File: src/rtl/ctx_stack_pkg.sv
package ctx_stack_pkg;
  typedef enum logic [1:0] {
    ST_IDLE  = 2'd0,
    ST_PUSH  = 2'd1,
    ST_PULL  = 2'd2,
    ST_DRAIN = 2'd3
  } seq_state_e;

  localparam int unsigned FRAME_BYTES = 9;
endpackage

File: src/rtl/ctx_seq_ctrl.sv
module ctx_seq_ctrl
  import ctx_stack_pkg::*;
#(
  parameter int unsigned FRAME = FRAME_BYTES,
  localparam int unsigned CW = $clog2(FRAME)
) (
  input  logic          clk,
  input  logic          rst,
  input  logic          push_req,
  input  logic          pull_req,
  output seq_state_e    st,
  output logic [CW-1:0] cnt,
  output logic          start_push,
  output logic          start_pull,
  output logic          last,
  output logic          done
);
  always_comb begin
    start_push = (st == ST_IDLE) && push_req;
    start_pull = (st == ST_IDLE) && !push_req && pull_req;
    last       = (cnt == CW'(FRAME - 1));
  end

  always_ff @(posedge clk) begin
    if (rst) begin
      st   <= ST_IDLE;
      cnt  <= '0;
      done <= 1'b0;
    end else begin
      done <= ((st == ST_PUSH) && last) || (st == ST_DRAIN);
      case (st)
        ST_IDLE: begin
          cnt <= '0;
          if (start_push)      st <= ST_PUSH;
          else if (start_pull) st <= ST_PULL;
        end
        ST_PUSH: begin
          if (last) st  <= ST_IDLE;
          else      cnt <= cnt + 1'b1;
        end
        ST_PULL: begin
          if (last) st  <= ST_DRAIN;
          else      cnt <= cnt + 1'b1;
        end
        default: st <= ST_IDLE;
      endcase
    end
  end
endmodule

File: src/rtl/ctx_addr_gen.sv
module ctx_addr_gen
  import ctx_stack_pkg::*;
#(
  parameter int unsigned AW = 16
) (
  input  logic          clk,
  input  logic          rst,
  input  seq_state_e    st,
  input  logic          start_push,
  input  logic          start_pull,
  input  logic          last,
  input  logic [AW-1:0] sp_in,
  output logic [AW-1:0] mem_addr,
  output logic [AW-1:0] sp_out
);
  localparam logic [AW-1:0] ONE = AW'(1);

  always_ff @(posedge clk) begin
    if (rst) begin
      mem_addr <= '0;
      sp_out   <= '0;
    end else begin
      if (start_push)
        mem_addr <= sp_in;
      else if (start_pull)
        mem_addr <= sp_in + ONE;
      else if ((st == ST_PUSH) && !last)
        mem_addr <= mem_addr - ONE;
      else if ((st == ST_PULL) && !last)
        mem_addr <= mem_addr + ONE;

      if ((st == ST_PUSH) && last)
        sp_out <= mem_addr - ONE;
      else if (st == ST_DRAIN)
        sp_out <= mem_addr;
    end
  end
endmodule

File: src/rtl/ctx_push_path.sv
module ctx_push_path
  import ctx_stack_pkg::*;
#(
  parameter int unsigned DW    = 8,
  parameter int unsigned FRAME = FRAME_BYTES,
  localparam int unsigned CW   = $clog2(FRAME),
  localparam int unsigned WW   = 2 * DW
) (
  input  logic          clk,
  input  logic          rst,
  input  seq_state_e    st,
  input  logic          start_push,
  input  logic          last,
  input  logic [CW-1:0] cnt,
  input  logic [WW-1:0] pc_in,
  input  logic [WW-1:0] ix_in,
  input  logic [WW-1:0] iy_in,
  input  logic [DW-1:0] acc_a_in,
  input  logic [DW-1:0] acc_b_in,
  input  logic [DW-1:0] ccr_in,
  output logic [DW-1:0] mem_wdata,
  output logic          mem_we
);
  logic [FRAME-1:0][DW-1:0] frm;
  logic [FRAME-1:0][DW-1:0] snap;
  logic [CW-1:0]            nxt;

  // Write order: low program counter byte first, condition codes last.
  always_comb begin
    frm[0] = pc_in[DW-1:0];
    frm[1] = pc_in[WW-1:DW];
    frm[2] = iy_in[DW-1:0];
    frm[3] = iy_in[WW-1:DW];
    frm[4] = ix_in[DW-1:0];
    frm[5] = ix_in[WW-1:DW];
    frm[6] = acc_a_in;
    frm[7] = acc_b_in;
    frm[8] = ccr_in;
    nxt    = cnt + 1'b1;
  end

  always_ff @(posedge clk) begin
    if (rst) begin
      snap      <= '0;
      mem_wdata <= '0;
      mem_we    <= 1'b0;
    end else begin
      mem_we <= start_push || ((st == ST_PUSH) && !last);
      if (start_push) begin
        snap      <= frm;
        mem_wdata <= frm[0];
      end else if ((st == ST_PUSH) && !last) begin
        mem_wdata <= snap[nxt];
      end
    end
  end
endmodule

File: src/rtl/ctx_pull_path.sv
module ctx_pull_path
  import ctx_stack_pkg::*;
#(
  parameter int unsigned DW    = 8,
  parameter int unsigned FRAME = FRAME_BYTES,
  localparam int unsigned CW   = $clog2(FRAME),
  localparam int unsigned WW   = 2 * DW
) (
  input  logic          clk,
  input  logic          rst,
  input  seq_state_e    st,
  input  logic [CW-1:0] cnt,
  input  logic [DW-1:0] mem_rdata,
  output logic [WW-1:0] pc_out,
  output logic [WW-1:0] ix_out,
  output logic [WW-1:0] iy_out,
  output logic [DW-1:0] acc_a_out,
  output logic [DW-1:0] acc_b_out,
  output logic [DW-1:0] ccr_out
);
  logic [FRAME-2:0][DW-1:0] shadow;
  logic                     rd_vld;
  logic [CW-1:0]            rd_idx;

  always_ff @(posedge clk) begin
    if (rst) begin
      rd_vld <= 1'b0;
      rd_idx <= '0;
      shadow <= '0;
    end else begin
      rd_vld <= (st == ST_PULL);
      rd_idx <= cnt;
      if (rd_vld && (rd_idx != CW'(FRAME - 1)))
        shadow[rd_idx[CW-2:0]] <= mem_rdata;
    end
  end

  // Read order is the reverse of the write order; the final byte
  // (low program counter) is taken straight from the memory port.
  always_ff @(posedge clk) begin
    if (rst) begin
      pc_out    <= '0;
      ix_out    <= '0;
      iy_out    <= '0;
      acc_a_out <= '0;
      acc_b_out <= '0;
      ccr_out   <= '0;
    end else if (st == ST_DRAIN) begin
      ccr_out   <= shadow[0];
      acc_b_out <= shadow[1];
      acc_a_out <= shadow[2];
      ix_out    <= {shadow[3], shadow[4]};
      iy_out    <= {shadow[5], shadow[6]};
      pc_out    <= {shadow[7], mem_rdata};
    end
  end
endmodule

File: src/rtl/ctx_stacker.sv
module ctx_stacker
  import ctx_stack_pkg::*;
#(
  parameter int unsigned AW = 16,
  parameter int unsigned DW = 8,
  localparam int unsigned WW = 2 * DW,
  localparam int unsigned CW = $clog2(FRAME_BYTES)
) (
  input  logic          clk,
  input  logic          rst,
  input  logic          push_req,
  input  logic          pull_req,
  input  logic [WW-1:0] pc_in,
  input  logic [WW-1:0] ix_in,
  input  logic [WW-1:0] iy_in,
  input  logic [DW-1:0] acc_a_in,
  input  logic [DW-1:0] acc_b_in,
  input  logic [DW-1:0] ccr_in,
  input  logic [AW-1:0] sp_in,
  output logic [AW-1:0] mem_addr,
  output logic [DW-1:0] mem_wdata,
  output logic          mem_we,
  input  logic [DW-1:0] mem_rdata,
  output logic [WW-1:0] pc_out,
  output logic [WW-1:0] ix_out,
  output logic [WW-1:0] iy_out,
  output logic [DW-1:0] acc_a_out,
  output logic [DW-1:0] acc_b_out,
  output logic [DW-1:0] ccr_out,
  output logic [AW-1:0] sp_out,
  output logic          done
);
  seq_state_e    st;
  logic [CW-1:0] cnt;
  logic          start_push;
  logic          start_pull;
  logic          last;

  ctx_seq_ctrl #(.FRAME(FRAME_BYTES)) ctrl_i (
    .clk(clk), .rst(rst), .push_req(push_req), .pull_req(pull_req),
    .st(st), .cnt(cnt), .start_push(start_push), .start_pull(start_pull),
    .last(last), .done(done)
  );

  ctx_addr_gen #(.AW(AW)) addr_i (
    .clk(clk), .rst(rst), .st(st), .start_push(start_push),
    .start_pull(start_pull), .last(last), .sp_in(sp_in),
    .mem_addr(mem_addr), .sp_out(sp_out)
  );

  ctx_push_path #(.DW(DW), .FRAME(FRAME_BYTES)) push_i (
    .clk(clk), .rst(rst), .st(st), .start_push(start_push), .last(last),
    .cnt(cnt), .pc_in(pc_in), .ix_in(ix_in), .iy_in(iy_in),
    .acc_a_in(acc_a_in), .acc_b_in(acc_b_in), .ccr_in(ccr_in),
    .mem_wdata(mem_wdata), .mem_we(mem_we)
  );

  ctx_pull_path #(.DW(DW), .FRAME(FRAME_BYTES)) pull_i (
    .clk(clk), .rst(rst), .st(st), .cnt(cnt), .mem_rdata(mem_rdata),
    .pc_out(pc_out), .ix_out(ix_out), .iy_out(iy_out),
    .acc_a_out(acc_a_out), .acc_b_out(acc_b_out), .ccr_out(ccr_out)
  );
endmodule

File: config.mk
export PLATFORM = sky130hd
export DESIGN_NAME = ctx_stacker
export DESIGN_NICKNAME = d
export VERILOG_FILES = /design/src/rtl/ctx_stack_pkg.sv /design/src/rtl/ctx_seq_ctrl.sv /design/src/rtl/ctx_addr_gen.sv /design/src/rtl/ctx_push_path.sv /design/src/rtl/ctx_pull_path.sv /design/src/rtl/ctx_stacker.sv
export SDC_FILE = /design/constraint.sdc
export NUM_CORES = 1
export LEC_CHECK = 0
export ABC_CLOCK_PERIOD_IN_PS = 2700
export BUFFER_PORTS_ARGS = -buffer_cell sky130_fd_sc_hd__buf_2
export CAP_MARGIN = 20
export CORE_UTILIZATION = 50
export DETAILED_ROUTE_END_ITERATION = 12
export PLACE_DENSITY = 0.76
export SLEW_MARGIN = 30
export SYNTH_ARGS = -nofsm -noshare
export SYNTH_HDL_FRONTEND = slang
export SYNTH_SLANG_ARGS = --single-unit
File: constraint.sdc
create_clock -name clk -period 2.7 [get_ports clk]
set_input_delay 0.27 -clock clk [delete_from_list [all_inputs] [get_ports clk]]
set_output_delay 0.27 -clock clk [all_outputs]
set_load 0.02 [all_outputs]
==> impl_results.md, run 1 <==
- Met3 GRT Util: 4.58%
- Fraction of layout cells with a size suffix above 1: 20.7%
- Buf/Inv on CP: 1
- Fmax: 411 MHz
- Die Y: 151 µm
- Int Pwr: 8.05 mW
- Global-route wire length before repair: 48.5 mm
- Crit Path Class: reg2reg
- Setup violators final: 0
- Vias in the first global route: 9499
- Core area: 21800 µm²
- Critical Path, Cell by Cell: inv_1 -> ha_1 -> and2_2 -> nor2_1 -> nand2_2 -> o221ai_1 -> o31ai_1 -> a2111oi_0
- Initial antenna violation count: 0
- EDFF count, synth: 0
- Pre-antenna DRT Iters: 5
- Ys flop type: dfxtp_1
- Syn_area_per_cell: 8.41 µm²
- Cell area after layout: 14000 µm²
- Dpl cell area: 12400 µm²
- DRT iter0 DRCs: 547
- Fin. Hold Viols: 0
- Initial cell density of the core: 51.0%
- Tcrit/Tclk final: 90.2%
- Sequential fraction of the synthesis area: 47.1%
- Final Max Tran Viols: 0
- Gr ovfl total: 0
- Die width: 151 µm
- Mapped Cells: 1318
- Clk_skew: 0.0119 ns
- PortBufs: 213
- Root Driver: clkbuf_16
- Flops & latches, synth: 261
- Synth unique cells: 62
- Critical Path AT: 2.83 ns
- Area growth syn-to-layout: 26.2%
- Synthesized area: 11100 µm²
- Outcome: completed
- CP endpoint kind: flip-flop
- Post-DRT Antenna Nets: 0
- Min-Delay Path Class: in2reg
- Row count: 54
- Startpoint types: flip-flop
- Cell area power density: 875 nW/µm²
- Vias per cell: 5.55
- Worst vdd ir: 0.619 mV
- Maxcap violations: 0
- Max stage delay on crit path: 0.42 ns
- Clock share of power: 31.6%
- Post-layout min period: 2.43 ns
- YS warnings: 0
- GR met1 Demand/Resource: 34.7%
- Final HPWL DP: 19.8 mm
- GR peak layer: met2
- Total CTS buffers: 28
- # DRC: 0
- LEAKAGE: 5.53 nW
- Switching share of power: 34.3%
- Clk sink count: 261
- Die area: 22800 µm²
- Delay-heaviest family, CP: compound AO/OA/AOI/OAI gates
- Comb power frac: 30.5%
- Via count: 10300
- Worst path required time: 3.10 ns
- Routed WL per cell: 16.7 µm
- GP Congestion: 0.926
- Antenna cells: 0
- Post-synthesis async set-or-reset flop share: 0%
- Global-route usage over all layers: 26.6%
- Fin Setup TNS: 0 ns
- Met2 Use GR: 43.9%
- CP max FO: 10
- Syn_nets: 1427
- Final nets: 1666
- Sequential share of power: 38.0%
- Least-Margin Pin Slew: 0.718 ns
- H-tree lvl count: 1
- P_sw: 4.20 mW
- Clock-pin slew on the worst setup and hold paths: 0.06 ns
- RSZ-0062 raised after global routing: false
- WL final: 31.1 mm
- Total power: 12.2 mW
- Clock Latency Late Sink: 0.53 ns
- Rel. slew slack: 52.1%
- Utilization after layout: 64.3%
- Largest net degree at the start of global routing: 107
- I/O pins: 214
- CTS tree: yes
- Max Buffers Root-to-Sink: 3
- Slowest cell on crit path: dfxtp_1
power by group through the flow:
stage | sequential, mW | combinational (mW) | clock, mW
after floorplan | 4.75 | 2.50 | 0
after global placement | 4.70 | 3.55 | 0
after detailed placement | 4.72 | 3.60 | 0
after CTS | 4.64 | 3.69 | 3.92
after global routing | 4.69 | 4.08 | 4.09
final | 4.65 | 3.73 | 3.87
synth_stat cells (all sizes together) (9+ instances only):
cell type / n / area share [%]
a211oi: 9 / 0.65
a21oi: 156 / 7.0
buf: 22 / 0.89
clkbuf: 75 / 2.5
dfxtp: 261 / 47
ha: 9 / 1.0
inv: 14 / 0.47
mux2i: 82 / 7.4
mux4: 16 / 3.2
nand2: 309 / 10
nand3: 14 / 0.63
nor2: 138 / 4.7
nor2b: 9 / 0.51
nor3: 24 / 1.1
o21ai: 40 / 1.8
or3: 9 / 0.51
flip-flops by register name (all words and copies together) (netlist names):
register,cells
pull_i.ix_out,16
pull_i.acc_a_out,8
push_i.mem_we,1
push_i.snap,72
pull_i.acc_b_out,8
addr_i.mem_addr,16
ctrl_i.done,1
pull_i.rd_vld,1
ctrl_i.cnt,4
push_i.mem_wdata,8
ctrl_i.st,2
pull_i.rd_idx,4
pull_i.iy_out,16
addr_i.sp_out,16
pull_i.pc_out,16
pull_i.ccr_out,8
pull_i.shadow,64
logic make-up after synthesis:
| kind of cell | Yosys count | synth area share, % |
|---|---|---|
| AND/OR/NAND/NOR | 551 | 21.1 |
| buffers and inverters | 111 | 3.91 |
| adder cells (fa/ha/maj) | 9 | 1.02 |
| XOR/XNOR | 16 | 1.26 |
| multiplexers | 106 | 11.5 |
| flip-flops | 261 | 47.1 |
| AO/OA/AOI/OAI | 264 | 14.1 |
placed cells by master (no fill, tap or decap), types with 3 or more instances in the layout:
| cell | n |
|---|---|
| a22oi_1 | 4 |
| o21ai_0 | 39 |
| dlygate4sd3_1 | 65 |
| a32oi_1 | 5 |
| nor3b_1 | 5 |
| a211oi_1 | 8 |
| nand2b_1 | 4 |
| or3_1 | 9 |
| mux4_2 | 16 |
| buf_2 | 212 |
| o221ai_1 | 3 |
| clkbuf_16 | 29 |
| nand2_1 | 307 |
| mux2_2 | 8 |
| nor3_1 | 24 |
| a311oi_1 | 8 |
| a31oi_1 | 6 |
| ha_1 | 8 |
| mux2i_1 | 82 |
| o31ai_1 | 4 |
| and2_1 | 4 |
| a21oi_1 | 156 |
| nand4_1 | 7 |
| nand3_1 | 14 |
| a2111oi_0 | 3 |
| clkbuf_1 | 4 |
| dfxtp_1 | 261 |
| buf_12 | 3 |
| a221oi_1 | 7 |
| nor2b_1 | 9 |
| buf_4 | 25 |
| xor2_1 | 8 |
| clkinv_2 | 5 |
| inv_1 | 14 |
| clkbuf_8 | 7 |
| xnor2_1 | 8 |
| a21o_1 | 4 |
| nor2_1 | 137 |
| and3_1 | 5 |
| nor4_1 | 6 |
routing by layer:
layer  part of all wire, %  wire length [µm]
met2                    48             14900
met5                     0                 0
met3                   5.8              1820
met4                   3.3              1040
met1                    43             13400
path summary, 6_finish.rpt:
kind         depth (start not counted)              from  slack [ns]                  to
max                                  8      ctrl_i.st[0]        0.27  addr_i.mem_addr[9]
min                                  3         ix_in[14]        0.02     push_i.snap[46]
max reg2reg                          8      ctrl_i.st[0]        0.27  addr_i.mem_addr[9]
min reg2reg                          2  addr_i.sp_out[8]        0.45    addr_i.sp_out[8]
through the flow:
step | cells | hold WS [ns] | setup WS, ns
after floorplan | 1318 | 0.406 | 0.111
after global placement | 1742 | 0.437 | 0.405
after detailed placement | 1742 | 0.445 | 0.283
after CTS | 1857 | 0.00184 | 0.266
after global routing | 1857 | 0.0111 | 0.0181
final | 1857 | 0.0174 | 0.265
tightest hold or removal path, cell delays in order:
cell and delay (ns):
buf_2 0.11, nand2_1 0.06, a21oi_1 0.05
what timing repair did:
| item | 4_1_cts | 5_1_grt |
|---|---|---|
| gates resized for setup | 0 | 0 |
| hold endpoints to repair | 65 | 0 |
| hold buffers | 65 | 0 |
| buffers inserted | 0 | 0 |
cell type report:
cell class | instances | area (µm²)
fillers | 1788 | 7760
multi-input cells | 946 | 5450
flip-flops and latches | 261 | 5230
repair buffers | 306 | 1970
clock buffers | 39 | 823
well taps | 280 | 350
clock inverters | 11 | 119
inverters | 14 | 52.6
Note: power is estimated with default switching activity, not from simulation.
==> run 2: changes to the inputs <==
--- a/config.mk
+++ b/config.mk
@@ -5,12 +5,12 @@
 export SDC_FILE = /design/constraint.sdc
 export NUM_CORES = 1
 export LEC_CHECK = 0
-export ABC_CLOCK_PERIOD_IN_PS = 2700
+export ABC_CLOCK_PERIOD_IN_PS = 3000
 export BUFFER_PORTS_ARGS = -buffer_cell sky130_fd_sc_hd__buf_2
 export CAP_MARGIN = 20
-export CORE_UTILIZATION = 50
+export CORE_UTILIZATION = 60
 export DETAILED_ROUTE_END_ITERATION = 12
-export PLACE_DENSITY = 0.76
+export PLACE_DENSITY = 0.86
 export SLEW_MARGIN = 30
 export SYNTH_ARGS = -nofsm -noshare
 export SYNTH_HDL_FRONTEND = slang
==> constraint.sdc (replaced) <==
create_clock -name clk -period 3 [get_ports clk]
set_input_delay 0.3 -clock clk [delete_from_list [all_inputs] [get_ports clk]]
set_output_delay 0.3 -clock clk [all_outputs]
set_load 0.02 [all_outputs]
==> run 2 against run 1 <==
  * Core utilization grew 9.1 points
  * Maximum frequency shrank 3.5%
  * Worst hold slack lost 0.0082 ns
  * Clock skew grew 0.0032 ns
  * Register-to-register slack gained 0.21 ns
  * Via count shrank 2.9%
  * Critical path type unchanged
  * Largest cell class unchanged
  * Cell area shrank 5.4%
  * Flip-flop and latch count is the same
  * Global-route usage grew 3.1 points
  * Sequential power shrank 9.7%
  * Combinational power shrank 14%
==> impl_results.md, run 2 (synthesized netlist as in run 1, its figures left out) <==
- Final Max Tran Viols: 0
- Clk_skew: 0.0151 ns
- Die area: 19000 µm²
- Reg2reg path depth: 8
- Buf/Inv on CP: 1
- Maxcap violations: 0
- Rel. slew slack: 38.6%
- Initial antenna violation count: 1
- Area growth syn-to-layout: 19.3%
- Largest net degree at the start of global routing: 134
- Initial cell density of the core: 61.5%
- I/O pins: 214
- CTS tree: yes
- Total CTS buffers: 26
- Min-Delay Path Class: in2reg
- GP Congestion: 0.902
- Critical Path AT: 2.90 ns
- CP endpoint kind: flip-flop
- RSZ-0062 raised after global routing: false
- Max stage delay on crit path: 0.49 ns
- Reg2reg start: ctrl_i.st[0]
- Die Y: 138 µm
- WL final: 29.0 mm
- LEAKAGE: 5.21 nW
- GR met1 Demand/Resource: 39.3%
- Global-route wire length before repair: 44.9 mm
- Root Driver: clkbuf_16
- DRT iter0 DRCs: 748
- Hold Path Depth: 3
- Vias in the first global route: 9007
- Crit Path Class: reg2reg
- Setup bufs post-CTS: 0
- Commonest non-fill, non-tap cell in the layout: nand2_1
- Clock share of power: 31.3%
- CP max FO: 10
- Clock-pin slew on the worst setup and hold paths: 0.06 ns
- Worst path required time: 3.37 ns
- Worst vdd ir: 0.625 mV
- Least-Margin Pin Slew: 0.921 ns
- Max reg flops: 72
- Int Pwr: 7.05 mW
- Largest regs: push_i.snap: 72 flops, pull_i.shadow: 64 flops
- Clk sink count: 261
- Fin. Hold Viols: 0
- PortBufs: 213
- Setup violators final: 0
- Sequential share of power: 39.0%
- Register Area: 5230 µm²
- Core area: 18000 µm²
- Row count: 49
- Worst hold path startpoint: acc_b_in[2]
- Switching share of power: 34.4%
- Met3 GRT Util: 4.64%
- Reg2reg setup slack: 0.48 ns
- Fmax: 396 MHz
- Delay-heaviest family, CP: compound AO/OA/AOI/OAI gates
- # DRC: 0
- Met2 Use GR: 49.3%
- Gr ovfl total: 0
- P_sw: 3.70 mW
- Clock Latency Late Sink: 0.53 ns
- Placed insts: 1681
- Post-DRT Antenna Nets: 0
- Startpoint types: flip-flop
- Pre-antenna DRT Iters: 5
- Tcrit/Tclk final: 84.1%
- Fraction of layout cells with a size suffix above 1: 20.7%
- Fillers: 1330
- Critical Path, Cell by Cell: inv_1 -> ha_1 -> and2_2 -> nor2_1 -> nand2_2 -> o221ai_1 -> o31ai_1 -> a2111oi_0
- RR Endpoint: addr_i.mem_addr[9]
- Global-route usage over all layers: 29.7%
- Slowest cell on crit path: a2111oi_0
- Hold endpoint: push_i.snap[58]
- Die width: 138 µm
- Post-layout min period: 2.52 ns
- H-tree lvl count: 1
- Commonest non-fill, non-tap cells in the layout: 307 x nand2_1, 261 x dfxtp_1, 212 x buf_2
- Max Buffers Root-to-Sink: 3
- Fin Setup TNS: 0 ns
- Cell area power density: 813 nW/µm²
- Area of the multi-input gates: 5450 µm²
- Via count: 9999
- Most flops, register: push_i.snap
- GR peak layer: met2
- Comb power frac: 29.7%
- Routed WL per cell: 16.7 µm
- Final Non-Filler Cells: 1738
- Final nets: 1598
- Vias per cell: 5.75
- Final HPWL DP: 19.1 mm
- Outcome: completed
## run 2: cell types whose count changed in the layout (fill, tap and decap cells not counted), sizes merged
| cell | delta |
|---|---|
| dlygate4sd3 | -56 |
| diode | +1 |
| bufinv | +1 |
| inv | -1 |
| clkinvlp | -1 |
| buf | -10 |
| clkbuf | -2 |
## run 2: stage by stage
step / power [mW] / instance area (µm²) / worst slack [ns] / hold slack, ns / util, %
finish: 10.8 / 13200 / 0.477 / 0.00920 / 73.4
CTS: 10.8 / 13200 / 0.517 / 0.000373 / 73.4
global placement: 7.32 / 12200 / 0.724 / 0.436 / 67.9
floorplan: 6.53 / 11100 / 0.411 / 0.433 / -
detailed placement: 7.40 / 12200 / 0.550 / 0.444 / 67.9
global route: 11.3 / 13200 / 0.266 / 0.00358 / 73.4
## run 2: timing repair
action,4_1_cts,5_1_grt
endpoints found under the hold margin,9,0
hold buffers,9,0
resized for setup,0,0
## run 2: final cells by class
class                   instances  area share, %
diodes                          1         0.0189
clock inverters                10           1.06
flip-flops and latches        261           39.5
well taps                     229           2.17
multi-input cells             946           41.2
repair buffers                240           10.0
clock buffers                  37           5.68
inverters                      14          0.397
## run 2: worst reg2reg max path: stages, from the launching register on
cell and delay [ns]:
dfxtp_1 0.43, inv_1 0.11, ha_1 0.32, and2_2 0.32
nor2_1 0.18, nand2_2 0.16, o221ai_1 0.25, o31ai_1 0.12
a2111oi_0 0.49
## run 2: worst max path at each step
stage	from	to	slack, ns	cells after the start
6_report	ctrl_i.st[0]	addr_i.mem_addr[9]	0.48	8
5_1_grt	addr_i.mem_addr[0]	addr_i.mem_addr[14]	0.27	8
4_1_cts	ctrl_i.st[0]	addr_i.mem_addr[9]	0.52	8
3_5_place_dp	ctrl_i.st[0]	addr_i.mem_addr[9]	0.55	8
3_3_place_gp	ctrl_i.st[0]	addr_i.mem_addr[6]	0.72	7
2_1_floorplan	ctrl_i.cnt[0]	push_i.mem_wdata[0]	0.41	9
## run 2: power by group through the flow
stage | clock network [mW] | logic [mW] | registers, mW
final | 3.37 | 3.19 | 4.20
after global routing | 3.52 | 3.52 | 4.24
after CTS | 3.40 | 3.17 | 4.19
after detailed placement | 0 | 3.14 | 4.26
after global placement | 0 | 3.09 | 4.24
after floorplan | 0 | 2.25 | 4.28
## run 2: per-layer routing
metal / wire length [µm] / up-vias
li1: - / 4856
met1: 12600 / 4660
met2: 13700 / 409
met3: 1890 / 74
met4: 819 / 0
met5: 0 / -
==> run 3: changes to the inputs <==
--- a/config.mk
+++ b/config.mk
@@ -5,12 +5,12 @@
 export SDC_FILE = /design/constraint.sdc
 export NUM_CORES = 1
 export LEC_CHECK = 0
-export ABC_CLOCK_PERIOD_IN_PS = 3000
+export ABC_CLOCK_PERIOD_IN_PS = 2100
 export BUFFER_PORTS_ARGS = -buffer_cell sky130_fd_sc_hd__buf_2
 export CAP_MARGIN = 20
-export CORE_UTILIZATION = 60
+export CORE_UTILIZATION = 50
 export DETAILED_ROUTE_END_ITERATION = 12
-export PLACE_DENSITY = 0.86
+export PLACE_DENSITY = 0.76
 export SLEW_MARGIN = 30
 export SYNTH_ARGS = -nofsm -noshare
 export SYNTH_HDL_FRONTEND = slang
==> constraint.sdc (replaced) <==
create_clock -name clk -period 2.1 [get_ports clk]
set_input_delay 0.21 -clock clk [delete_from_list [all_inputs] [get_ports clk]]
set_output_delay 0.21 -clock clk [all_outputs]
set_load 0.02 [all_outputs]
==> run 3 against run 2 <==
  * Cell area rose by 11%
  * Global-route usage fell by 1.0 points
  * Largest power group is now combinational logic
  * Non-clock buffer count rose by 118
  * Critical path type unchanged
  * Worst setup slack got worse by 0.42 ns
  * Die area rose by 20%
  * Final cell count rose by 9.8%
  * Critical path depth fell by 2
  * First-iteration DRC count fell by 22%
  * Flip-flop and latch count did not move
  * Maximum frequency rose by 24%
==> impl_results.md, run 3 (synthesized netlist as in run 1, its figures left out) <==
- GR met1 Demand/Resource: 35.4%
- Cell area power density: 1130 nW/µm²
- Via count: 10700
- Least-Margin Pin Slew: 0.646 ns
- Worst vdd ir: 0.873 mV
- Fraction of layout cells with a size suffix above 1: 25.2%
- Max Buffers Root-to-Sink: 3
- Clk sink count: 261
- Fmax: 491 MHz
- Slowest cell on crit path: mux4_2
- CP endpoint kind: flip-flop
- Outcome: completed
- Initial antenna violation count: 4
- Maxcap violations: 0
- Die width: 151 µm
- Vias per cell: 5.61
- Commonest non-fill, non-tap cells in the layout: 305 x nand2_1, 250 x dfxtp_1, 212 x buf_2
- H-tree lvl count: 1
- LEAKAGE: 5.80 nW
- Hold_ws: 0.0449 ns
- Critical Path AT: 2.43 ns
- Vias in the first global route: 10300
- CP max FO: 18
- Post-layout min period: 2.04 ns
- Gr ovfl total: 0
- CTS tree: yes
- Total power: 16.6 mW
- Critical Path, Cell by Cell: inv_4 -> ha_4 -> mux4_2 -> mux2_2 -> nand2_1 -> a311oi_2
- Largest net degree at the start of global routing: 81
- Min-Delay Path Class: in2reg
- # DRC: 0
- GP Congestion: 0.881
- Fin. Hold Viols: 0
- Final HPWL DP: 20.6 mm
- Startpoint types: flip-flop
- WL final: 33.8 mm
- Initial cell density of the core: 51.0%
- Clock-pin slew on the worst setup and hold paths: 0.06 ns
- Area of the multi-input gates: 5670 µm²
- GR peak layer: met2
- Met3 GRT Util: 3.89%
- I/O pins: 214
- Pre-antenna DRT Iters: 7
- Most flops, register: push_i.snap
- Met2 Use GR: 49.0%
- Post-DRT Antenna Nets: 0
- Core area: 21800 µm²
- Rel. slew slack: 56.8%
- Pre-CTS setup slack: -0.0564 ns
- PnR worst setup slack: 0.0614 ns
- Fillers: 1756
- Largest regs: push_i.snap: 72 flops, pull_i.shadow: 64 flops
- Global-route usage over all layers: 28.6%
- DRT iter0 DRCs: 586
- Global-route wire length before repair: 51.7 mm
- RSZ-0062 raised after global routing: true
- PortBufs: 213
- Total CTS buffers: 27
- Root Driver: clkbuf_16
- Final nets: 1717
- Die area: 22800 µm²
- Routed WL per cell: 17.7 µm
- Final Max Tran Viols: 0
- Worst path required time: 2.49 ns
- Area growth syn-to-layout: 32.1%
- Max stage delay on crit path: 0.56 ns
- Die Y: 151 µm
- Crit Path Class: reg2reg
- Clock Latency Late Sink: 0.53 ns
- Commonest non-fill, non-tap cell in the layout: nand2_1
- Setup violators final: 0
- Clk_skew: 0.0101 ns
- Row count: 54
- Register Area: 5250 µm²
- Max reg flops: 72
- Tcrit/Tclk final: 97.1%
[run 3: cell types whose count changed in the layout (fill, tap and decap cells not counted), moves of 5 or more]
cell and change:
dfxtp_1 -11, buf_4 +47, dlygate4sd3_1 +63, ha_1 -5, dfxtp_2 +8
[run 3: repair_timing]
action	4_1_cts	5_1_grt
endpoints found under the setup margin	15	72
hold buffers	72	0
resized for setup	8	47
endpoints found under the hold margin	72	0
buffers inserted	2	6
pin swaps	1	5
[run 3: path summary, 6_finish.rpt]
check | slack, ns | endpoint | from | cells after the start
max | 0.06 | push_i.mem_wdata[7] | ctrl_i.cnt[0] | 6
min | 0.04 | pull_i.shadow[47] | mem_rdata[7] | 3
max reg2reg | 0.06 | push_i.mem_wdata[7] | ctrl_i.cnt[0] | 6
min reg2reg | 0.45 | addr_i.sp_out[8] | addr_i.sp_out[8] | 2
[run 3: report_power, final]
group          switching, mW  internal (mW)
clock network           1.93           2.87
registers              0.386           5.49
logic                   3.43           2.52
total                   5.75           10.9
[run 3: stage by stage]
step           setup TNS (ns)  util (%)  cell area (µm²)  cells
6_report                    0      67.4            14700   1908
5_1_grt                -0.155      67.4            14700   1908
4_1_cts                     0      66.4            14400   1898
3_5_place_dp           -0.145      58.8            12800   1779
3_3_place_gp         -0.00408      58.8            12800   1779
2_1_floorplan         -0.0542         -            11200   1318
[run 3: final cells by class]
type                            count  area share (%)
Antenna cell                        4          0.0683
Clock buffer                       40            5.50
Clock inverter                      5           0.512
Inverter                           14           0.376
Multi-Input combinational cell    946            38.7
Sequential cell                   261            35.8
Tap cell                          280            2.39
Timing Repair Buffer              358            16.6
[run 3: layer usage]
layer  up-vias  part of all wire [%]
li1       5115                     -
met1      5061                    42
met2       405                    49
met3       116                   5.0
met4         0                   4.4
met5         -                     0
[run 3: worst max-delay path, delay by kind of cell, from the launching register on]
family | cells | cell delay, ns
muxes | 2 | 0.83
buffers and inverters | 1 | 0.05
DFF | 1 | 0.36
AOI/OAI and AO/OA | 1 | 0.11
adders and majority gates | 1 | 0.46
and+or+nand+nor | 1 | 0.09
